$ cat src/rtl/acs_array_pkg.sv
package acs_array_pkg;
  localparam int unsigned CL    = 5;
  localparam int unsigned MEM_W = CL - 1;
  localparam int unsigned NS    = 1 << MEM_W;
  localparam int unsigned BM_W  = 5;
  localparam int unsigned SM_W  = 8;
  localparam int unsigned NBM   = 4;
  localparam logic [CL-1:0] GEN_A = 5'o23;
  localparam logic [CL-1:0] GEN_B = 5'o35;

  // code word of a transition selects the branch metric
  function automatic logic [1:0] bm_index(input logic [MEM_W-1:0] s, input logic u);
    logic [CL-1:0] w;
    w = {u, s};
    return {^(w & GEN_B), ^(w & GEN_A)};
  endfunction
endpackage

$ cat src/rtl/acs_sat_add.sv
module acs_sat_add #(
  parameter int unsigned A_W = 8,
  parameter int unsigned B_W = 5
) (
  input  logic [A_W-1:0] a_i,
  input  logic [B_W-1:0] b_i,
  output logic [A_W-1:0] s_o
);
  logic [A_W:0] full;

  always_comb begin
    full = {1'b0, a_i} + {{(A_W + 1 - B_W){1'b0}}, b_i};
    s_o  = full[A_W] ? {A_W{1'b1}} : full[A_W-1:0];
  end
endmodule

$ cat src/rtl/acs_cell.sv
module acs_cell #(
  parameter int unsigned SM_W = 8,
  parameter int unsigned BM_W = 5
) (
  input  logic [SM_W-1:0] sm_up_i,
  input  logic [SM_W-1:0] sm_lo_i,
  input  logic [BM_W-1:0] bm_up_i,
  input  logic [BM_W-1:0] bm_lo_i,
  output logic [SM_W-1:0] cand_up_o,
  output logic [SM_W-1:0] cand_lo_o,
  output logic [SM_W-1:0] nsm_o,
  output logic            sel_o
);
  acs_sat_add #(.A_W(SM_W), .B_W(BM_W)) u_add_up (
    .a_i(sm_up_i), .b_i(bm_up_i), .s_o(cand_up_o)
  );
  acs_sat_add #(.A_W(SM_W), .B_W(BM_W)) u_add_lo (
    .a_i(sm_lo_i), .b_i(bm_lo_i), .s_o(cand_lo_o)
  );

  // ties keep the upper path
  always_comb begin
    sel_o = (cand_up_o > cand_lo_o);
    nsm_o = sel_o ? cand_lo_o : cand_up_o;
  end
endmodule

$ cat src/rtl/acs_metric_reg.sv
module acs_metric_reg #(
  parameter int unsigned NS   = 16,
  parameter int unsigned SM_W = 8
) (
  input  logic                 clk_i,
  input  logic                 rst_ni,
  input  logic                 en_i,
  input  logic [NS*SM_W-1:0]   d_i,
  output logic [NS*SM_W-1:0]   q_o
);
  for (genvar n = 0; n < NS; n++) begin : g_st
    localparam logic [SM_W-1:0] INIT = (n == 0) ? '0 : {SM_W{1'b1}};
    always_ff @(posedge clk_i or negedge rst_ni) begin
      if (!rst_ni)   q_o[n*SM_W +: SM_W] <= INIT;
      else if (en_i) q_o[n*SM_W +: SM_W] <= d_i[n*SM_W +: SM_W];
    end
  end


  hold_chk: assert property (@(posedge clk_i) disable iff (!rst_ni)
    !en_i |=> $stable(q_o));
endmodule

$ cat src/rtl/acs_array.sv
module acs_array
  import acs_array_pkg::*;
#(
  parameter int unsigned K     = CL,
  parameter int unsigned BMW   = BM_W,
  parameter int unsigned SMW   = SM_W
) (
  input  logic                          clk_i,
  input  logic                          rst_ni,
  input  logic                          valid_i,
  input  logic [4*BMW-1:0]              bm_i,
  output logic [(1<<(K-1))*SMW-1:0]     sm_o,
  output logic [(1<<(K-1))-1:0]         dec_o,
  output logic                          dec_valid_o
);
  localparam int unsigned MW  = K - 1;
  localparam int unsigned NST = 1 << MW;

  logic [NST*SMW-1:0] nsm;
  logic [SMW-1:0]     cand_up [NST];
  logic [SMW-1:0]     cand_lo [NST];

  for (genvar n = 0; n < NST; n++) begin : g_acs
    localparam logic [MW-1:0] NS_ID = MW'(n);
    localparam logic          U     = NS_ID[MW-1];
    localparam logic [MW-1:0] P_UP  = {NS_ID[MW-2:0], 1'b0};
    localparam logic [MW-1:0] P_LO  = {NS_ID[MW-2:0], 1'b1};
    localparam logic [1:0]    I_UP  = bm_index(P_UP, U);
    localparam logic [1:0]    I_LO  = bm_index(P_LO, U);

    acs_cell #(.SM_W(SMW), .BM_W(BMW)) u_cell (
      .sm_up_i  (sm_o[P_UP*SMW +: SMW]),
      .sm_lo_i  (sm_o[P_LO*SMW +: SMW]),
      .bm_up_i  (bm_i[I_UP*BMW +: BMW]),
      .bm_lo_i  (bm_i[I_LO*BMW +: BMW]),
      .cand_up_o(cand_up[n]),
      .cand_lo_o(cand_lo[n]),
      .nsm_o    (nsm[n*SMW +: SMW]),
      .sel_o    (dec_o[n])
    );


    no_wrap_chk: assert property (@(posedge clk_i) disable iff (!rst_ni)
      cand_up[n] >= sm_o[P_UP*SMW +: SMW] && cand_lo[n] >= sm_o[P_LO*SMW +: SMW]);

    tie_upper_chk: assert property (@(posedge clk_i) disable iff (!rst_ni)
      (cand_up[n] == cand_lo[n]) |-> !dec_o[n]);

    keep_min_chk: assert property (@(posedge clk_i) disable iff (!rst_ni)
      valid_i |=> (sm_o[n*SMW +: SMW] <= $past(cand_up[n]))
               && (sm_o[n*SMW +: SMW] <= $past(cand_lo[n])));
  end

  acs_metric_reg #(.NS(NST), .SM_W(SMW)) u_sm (
    .clk_i (clk_i),
    .rst_ni(rst_ni),
    .en_i  (valid_i),
    .d_i   (nsm),
    .q_o   (sm_o)
  );

  assign dec_valid_o = valid_i;
endmodule

$ cat config.mk
export PLATFORM = sky130hd
export DESIGN_NAME = acs_array
export DESIGN_NICKNAME = d
export VERILOG_FILES = /design/src/rtl/acs_array_pkg.sv /design/src/rtl/acs_sat_add.sv /design/src/rtl/acs_cell.sv /design/src/rtl/acs_metric_reg.sv /design/src/rtl/acs_array.sv
export SDC_FILE = /design/constraint.sdc
export NUM_CORES = 1
export LEC_CHECK = 0
export BUFFER_PORTS_ARGS = -buffer_cell sky130_fd_sc_hd__buf_4
export CAP_MARGIN = 20
export CORE_MARGIN = 2
export CORE_UTILIZATION = 35
export CTS_BUF_LIST = sky130_fd_sc_hd__clkbuf_4 sky130_fd_sc_hd__clkbuf_8
export DETAILED_ROUTE_END_ITERATION = 8
export PLACE_DENSITY = 0.52
export REMOVE_ABC_BUFFERS = 1
export SLEW_MARGIN = 20
export SYNTH_ARGS = -nofsm -noshare
export SYNTH_HDL_FRONTEND = slang
export SYNTH_HIERARCHICAL = 1
export SYNTH_SLANG_ARGS = --single-unit
$ cat constraint.sdc
create_clock -name clk_i -period 6.1 [get_ports clk_i]
set_clock_uncertainty 0.2 [all_clocks]
set_input_delay 1.22 -clock clk_i [delete_from_list [all_inputs] [get_ports clk_i]]
set_output_delay 1.22 -clock clk_i [all_outputs]
set_load 0.005 [all_outputs]
==> results of run 1 <==
[final timing paths]
| path | depth (start not counted) | to | slack, ns | start |
|---|---|---|---|---|
| min in group asynchronous | 1 | u_sm/q_o[126]$_DFFE_PN1P_ | 0.85 | rst_ni |
| setup / recovery | 14 | dec_o[11] | 0.22 | bm_i[15] |
| setup reg to reg | 13 | u_sm/q_o[104]$_DFFE_PN1P_ | 2.04 | u_sm/q_o[80]$_DFFE_PN1P_ |
| hold / removal | 1 | u_sm/q_o[51]$_DFFE_PN1P_ | 0.45 | u_sm/q_o[51]$_DFFE_PN1P_ |
| hold reg to reg | 1 | u_sm/q_o[51]$_DFFE_PN1P_ | 0.45 | u_sm/q_o[51]$_DFFE_PN1P_ |
| max in group asynchronous | 2 | u_sm/q_o[12]$_DFFE_PN1P_ | 4.21 | rst_ni |
[critical path: cells and delay by family]
kind / cells / cell delay (ns)
buffers and inverters: 4 / 0.49
AND/OR/NAND/NOR: 3 / 0.78
adder cells (fa/ha/maj): 3 / 0.85
AO/OA/AOI/OAI: 3 / 0.72
multiplexers: 1 / 0.37
[cells in the final DEF (no fill, tap or decap), types with 48 or more instances in the layout]
cell type / count
ha_1: 288
nand2_1: 256
inv_1: 240
buf_4: 233
nor2_1: 208
a21oi_1: 190
nor3_1: 160
a211oi_2: 144
nor4b_1: 128
o22ai_1: 128
mux2_2: 128
dfstp_2: 120
nor2b_1: 80
xnor2_1: 64
nand2b_1: 64
mux2i_1: 63
o21ai_1: 48
[Yosys cell counts, types with 38 or more instances]
cell	n
ha_1	288
nand2_1	256
inv_1	240
nor2_1	208
a21oi_1	192
nor3_1	160
a211oi_2	144
mux2_2	128
nor4b_1	128
o22ai_1	128
dfstp_2	120
nor2b_1	80
mux2i_1	64
nand2b_1	64
xnor2_1	64
o21ai_1	48
buf_6	38
[routing by layer]
metal / vias up / track usage (%) / routed length [um]
li1: 10905 / - / -
met3: 106 / 3.18 / 3670
met4: 0 / 6.79 / 1980
met5: - / 0 / 0
met1: 10980 / 28.7 / 35500
met2: 559 / 38.1 / 38200
[cell families after synthesis]
group | synth area share, %
mux | 8.70
fa+ha+maj | 17.7
compound gates | 23.4
xor+xnor | 2.34
flops | 14.0
simple gates | 26.0
buf+inv | 7.72
[stage by stage]
| step | std cells | setup slack (ns) |
|---|---|---|
| finish | 3908 | 0.218 |
| global route | 3908 | 0.0299 |
| CTS | 3907 | 0.237 |
| detailed placement | 3876 | 0.244 |
| global placement | 3876 | 0.272 |
| floorplan | 2768 | 0.729 |
[final cells by class]
class / instances / share of cell area, %
multi-input combinational: 2400 / 71.4
sequential: 128 / 12.8
timing repair buffer: 235 / 6.75
tap: 873 / 4.16
inverter: 240 / 3.43
clock buffer: 19 / 0.996
clock inverter: 12 / 0.510
antenna: 1 / 0.00953
==> impl_results.md, run 1 <==
- Outcome: finished clean
- Synthesized instance count: 2911
- CP startpoint kind: input port
- Via count: 22.6k
- Clock Latency Late Sink: 0.57 ns
- Vias/cell: 5.77
- Clock slew at reported path FFs: around 0.09 ns
- Die area: 70400 um2
- CTS tree: built
- Die width: about 270 um
- Initial Utilization: 35.5%
- Required time of the critical path: 4.68 ns
- Drt wl/cell: 20.3 um
- CP endpoint kind: output pin
- DRC Markers: 0
- CP max-delay cell: or4_4
- Yosys cell types: 39
- Final core occ: between 30% and 40%
- First-pass GRT wire length: 124 mm
- Synth area leaders: ha_1 15%, dfstp_2 13%, a211oi_2 7.5%
- Storage cell area: 3350 um2
- Sequential-to-total area share from yosys stat: ~14%
- Hold Worst Slack: 0.454 ns
- Slowest stage delay, CP: roughly 0.52 ns
- Setup TNS: 0 ns
- Placed instance area: roughly 26000 um2
- RSZ-0062 raised after global routing: no
- Final #Nets: 3365
- Routed wire length: 79.4 mm
- Period utilisation layout: 96.4%
- CTS H-tree depth: 4
- Core Box Area: slightly below 70000 um2
- Commonest register cell after synthesis: dfstp_2
- GRT Util Overall: roughly 22%
- Post-CTS Setup Bufs: 0
- # port buffers: 167
- Num ports: about 170
- Biggest regs: u_sm/q_o: 128 flops
- Synth top area share: 15.1%
- #FFs+latches synth: between 100 and 150
- WS Path Type: in2out
- Worst hold-check path type: reg2reg
- Synthesis Warnings: 6
- Filler instances: 6800
- Final instance area: between 20000 and 30000 um2
- Clock root cell: clkbuf_8
- CP cell instances: buf_4 > ha_1 > fa_1 > a21oi_1 > inv_1 > a21oi_1 > mux2i_1 > inv_1 > ha_1 > a211oi_2 > nor2_1 > or4_4 > and2_1 > buf_4
- Post-Syn Area: 23900 um2
- Detailed Route Iter0 Violations: between 1k and 1.5k
- Ys async rst share: 100%
- Cts hold-fix bufs: 0
- Initial antenna violation count: 1
- Cts bufs inserted: 17
- Syn avg cell area: 8.22 um2
- Critical Path AT: between 4 and 5 ns
- CTS sink cnt: between 100 and 150
- Post-synth EDFFs: 0
- Worst Max-Slew Pin Slew: 0.893 ns
- Biggest register: u_sm/q_o
- Final Setup Violations: 0
- Max-slew headroom: about two fifths
- Layout cells sized above 1: 27.1%
- Vias in the first global route: 22.3k
- Die Height: 265 um
- Pin count of the biggest net entering global routing: 67
- Max FO, Critical Path: 8
- Max FFs per register: 128
- Final ANT Viol Nets: 0
- Post_cts resized: 0
- Max-Cap Viols: 0
- Max-slew violation count: 0
- P&R area growth vs syn: 9.73%
- Total congestion overflow: 0
- Peak Freq: 0.170 GHz
- Multi-input logic area: 18700 um2
- TritonRoute pass-1 iters: 5
- Final Hold Vio Count: 0
- GPL Wtd Cong: 0.917
- FP Rows: 95
- Dpl hpwl: approximately 62 mm
- Dominant cell type by area after synthesis: ha_1
- Longest Clk Path Bufs: 2
- Final min period: 5.88 ns
Power of run 1 is left out: the tool's default activity adds up to more than one toggle a clock period on the data nets, which glitch-free logic cannot reach.
==> run 2: changes to the inputs <==
--- a/config.mk
+++ b/config.mk
@@ -5,7 +5,8 @@
 export SDC_FILE = /design/constraint.sdc
 export NUM_CORES = 1
 export LEC_CHECK = 0
-export BUFFER_PORTS_ARGS = -buffer_cell sky130_fd_sc_hd__buf_4
+export ABC_AREA = 0
+export BUFFER_PORTS_ARGS = -buffer_cell sky130_fd_sc_hd__buf_2
 export CAP_MARGIN = 20
 export CORE_MARGIN = 2
 export CORE_UTILIZATION = 35
==> constraint.sdc (replaced) <==
create_clock -name clk_i -period 6.1 [get_ports clk_i]
set_clock_uncertainty 0.2 [all_clocks]
set_input_delay 0.915 -clock clk_i [delete_from_list [all_inputs] [get_ports clk_i]]
set_output_delay 0.915 -clock clk_i [all_outputs]
set_load 0.005 [all_outputs]
==> impl_results.md, run 2 (synthesis gave the netlist of run 1 again) <==
- Clock Latency Late Sink: 0.56 ns
- Die area: approximately 70000 um2
- Clock slew at reported path FFs: 0.08 ns
- Layout cells sized above 1: 26.2%
- Max-slew headroom: 30.7%
- Final Setup Violations: 0
- Die width: 265 um
- CP startpoint kind: input port
- Final min period: 5.56 ns
- R2R setup slack: 1.94 ns
- Vias/cell: 5.74
- Num ports: 168
- GPL Wtd Cong: 0.899
- Cts bufs inserted: 17
- Period utilisation layout: 91.2%
- # port buffers: 167
- GRT Util Overall: 21.8%
- RSZ-0062 raised after global routing: no
- N_diodes: 0
- Critical Path AT: 4.45 ns
- CTS sink cnt: 128
- Hold Path Origin: u_sm/q_o[35]$_DFFE_PN1P_
- Initial Utilization: between 30% and 40%
- Detailed Route Iter0 Violations: 1219
- Required time of the critical path: 4.98 ns
- Biggest regs: u_sm/q_o: 128 flops
- Pin count of the biggest net entering global routing: 84
- Max-Cap Viols: 0
- Longest Clk Path Bufs: 2
- Commonest cells after routing, fill and taps aside: 288 x ha_1, 256 x nand2_1, 240 x inv_1
- Met3 wire len: roughly 3.6 mm
- CP endpoint kind: output pin
- Met2 routed WL: 37.6 mm
- Reg-to-reg endpoint: u_sm/q_o[2]$_DFFE_PN0P_
- Reg2reg path depth: 12
- Peak Freq: 0.180 GHz
- Filler instances: 6785
- TritonRoute pass-1 iters: 5
- Final ANT Viol Nets: 0
- Max-slew violation count: 0
- Via count: 22.2k
- DRC Markers: 0
- Routed wire length: 78.0 mm
- First-pass GRT wire length: 121 mm
- WS Path Type: in2out
- Cts hold-fix bufs: 0
- Setup TNS: 0 ns
- Max FO, Critical Path: 17
- Worst Max-Slew Pin Slew: ~1.0 ns
- CTS H-tree depth: 4
- CTS tree: built
- Final #Nets: 3331
- P&R area growth vs syn: 7.05%
- Initial antenna violation count: 1
- Clock root cell: clkbuf_8
- Drt wl/cell: 20.1 um
- Core Box Area: approximately 67000 um2
- FP Rows: 95
- Outcome: finished clean
- Post-CTS Setup Bufs: 0
- WHS Endpoint: u_sm/q_o[35]$_DFFE_PN1P_
- Final Hold Vio Count: 0
- Dpl hpwl: 61.3 mm
- Die Height: 265 um
- Max FFs per register: around 130
- Total congestion overflow: 0
- Most common cell after layout, fill and taps aside: ha_1
- Worst hold-check path type: reg2reg
- Hold path cells: 1
- Metal-1 WL: ~35 mm
- Top routing layer used: met4
- Vias in the first global route: 22.0k
- R2R Path Start: u_sm/q_o[0]$_DFFE_PN0P_
- Post_cts resized: 0
- Biggest register: u_sm/q_o
[run 2: cell count changes in the layout (fill, tap and decap cells not counted), sizes merged]
cell    before  now
buf        235  201
bufinv       2    4
inv        243  241
clkinv       4    5
diode        1    0
[run 2: critical path, stage by stage]
cell and delay (ns):
buf_2 0.22, ha_1 0.26, fa_1 0.41, a21oi_1 0.26
inv_1 0.07, a21oi_1 0.19, mux2i_1 0.31, inv_1 0.09
ha_1 0.20, a211oi_2 0.25, nor2_1 0.07, buf_4 0.20
or4_4 0.64, and2_1 0.21, buf_2 0.13
[run 2: cell type report]
class	count	area [um2]	area share (%)
Clock buffer	19	249	0.972
Tap cell	873	1090	4.27
Multi-Input combinational cell	2400	18700	73.1
Sequential cell	128	3350	13.1
Inverter	240	901	3.52
Clock inverter	13	188	0.733
Timing Repair Buffer	201	1100	4.31
[run 2: metrics by stage]
| step | hold WS (ns) | cell area, um2 | setup slack, ns | instances | utilization, % |
|---|---|---|---|---|---|
| after floorplan | 0.361 | 23000 | 1.34 | 2768 | - |
| after global placement | 0.427 | 25200 | 0.647 | 3842 | 37.3 |
| after detailed placement | 0.430 | 25200 | 0.562 | 3842 | 37.3 |
| after CTS | 0.450 | 25600 | 0.550 | 3874 | 38.0 |
| after global routing | 0.460 | 25600 | 0.278 | 3874 | 38.0 |
| final | 0.447 | 25600 | 0.539 | 3874 | 38.0 |
[run 2: how the worst max path moves through the flow]
stage / cells after the start / from / to / slack [ns]
4_1_cts: 15 / bm_i[15] / dec_o[11] / 0.55
6_report: 15 / bm_i[15] / dec_o[11] / 0.54
3_3_place_gp: 15 / bm_i[0] / dec_o[5] / 0.65
5_1_grt: 13 / bm_i[16] / dec_o[0] / 0.28
3_5_place_dp: 15 / bm_i[15] / dec_o[11] / 0.56
2_1_floorplan: 12 / bm_i[15] / dec_o[0] / 1.34
[run 2: metal layers]
metal / vias up / track usage [%]
li1: 10827 / -
met1: 10764 / 27.6
met2: 536 / 37.8
met3: 119 / 3.10
met4: 0 / 7.60
met5: - / 0
Power of run 2 is left out for the same reason.
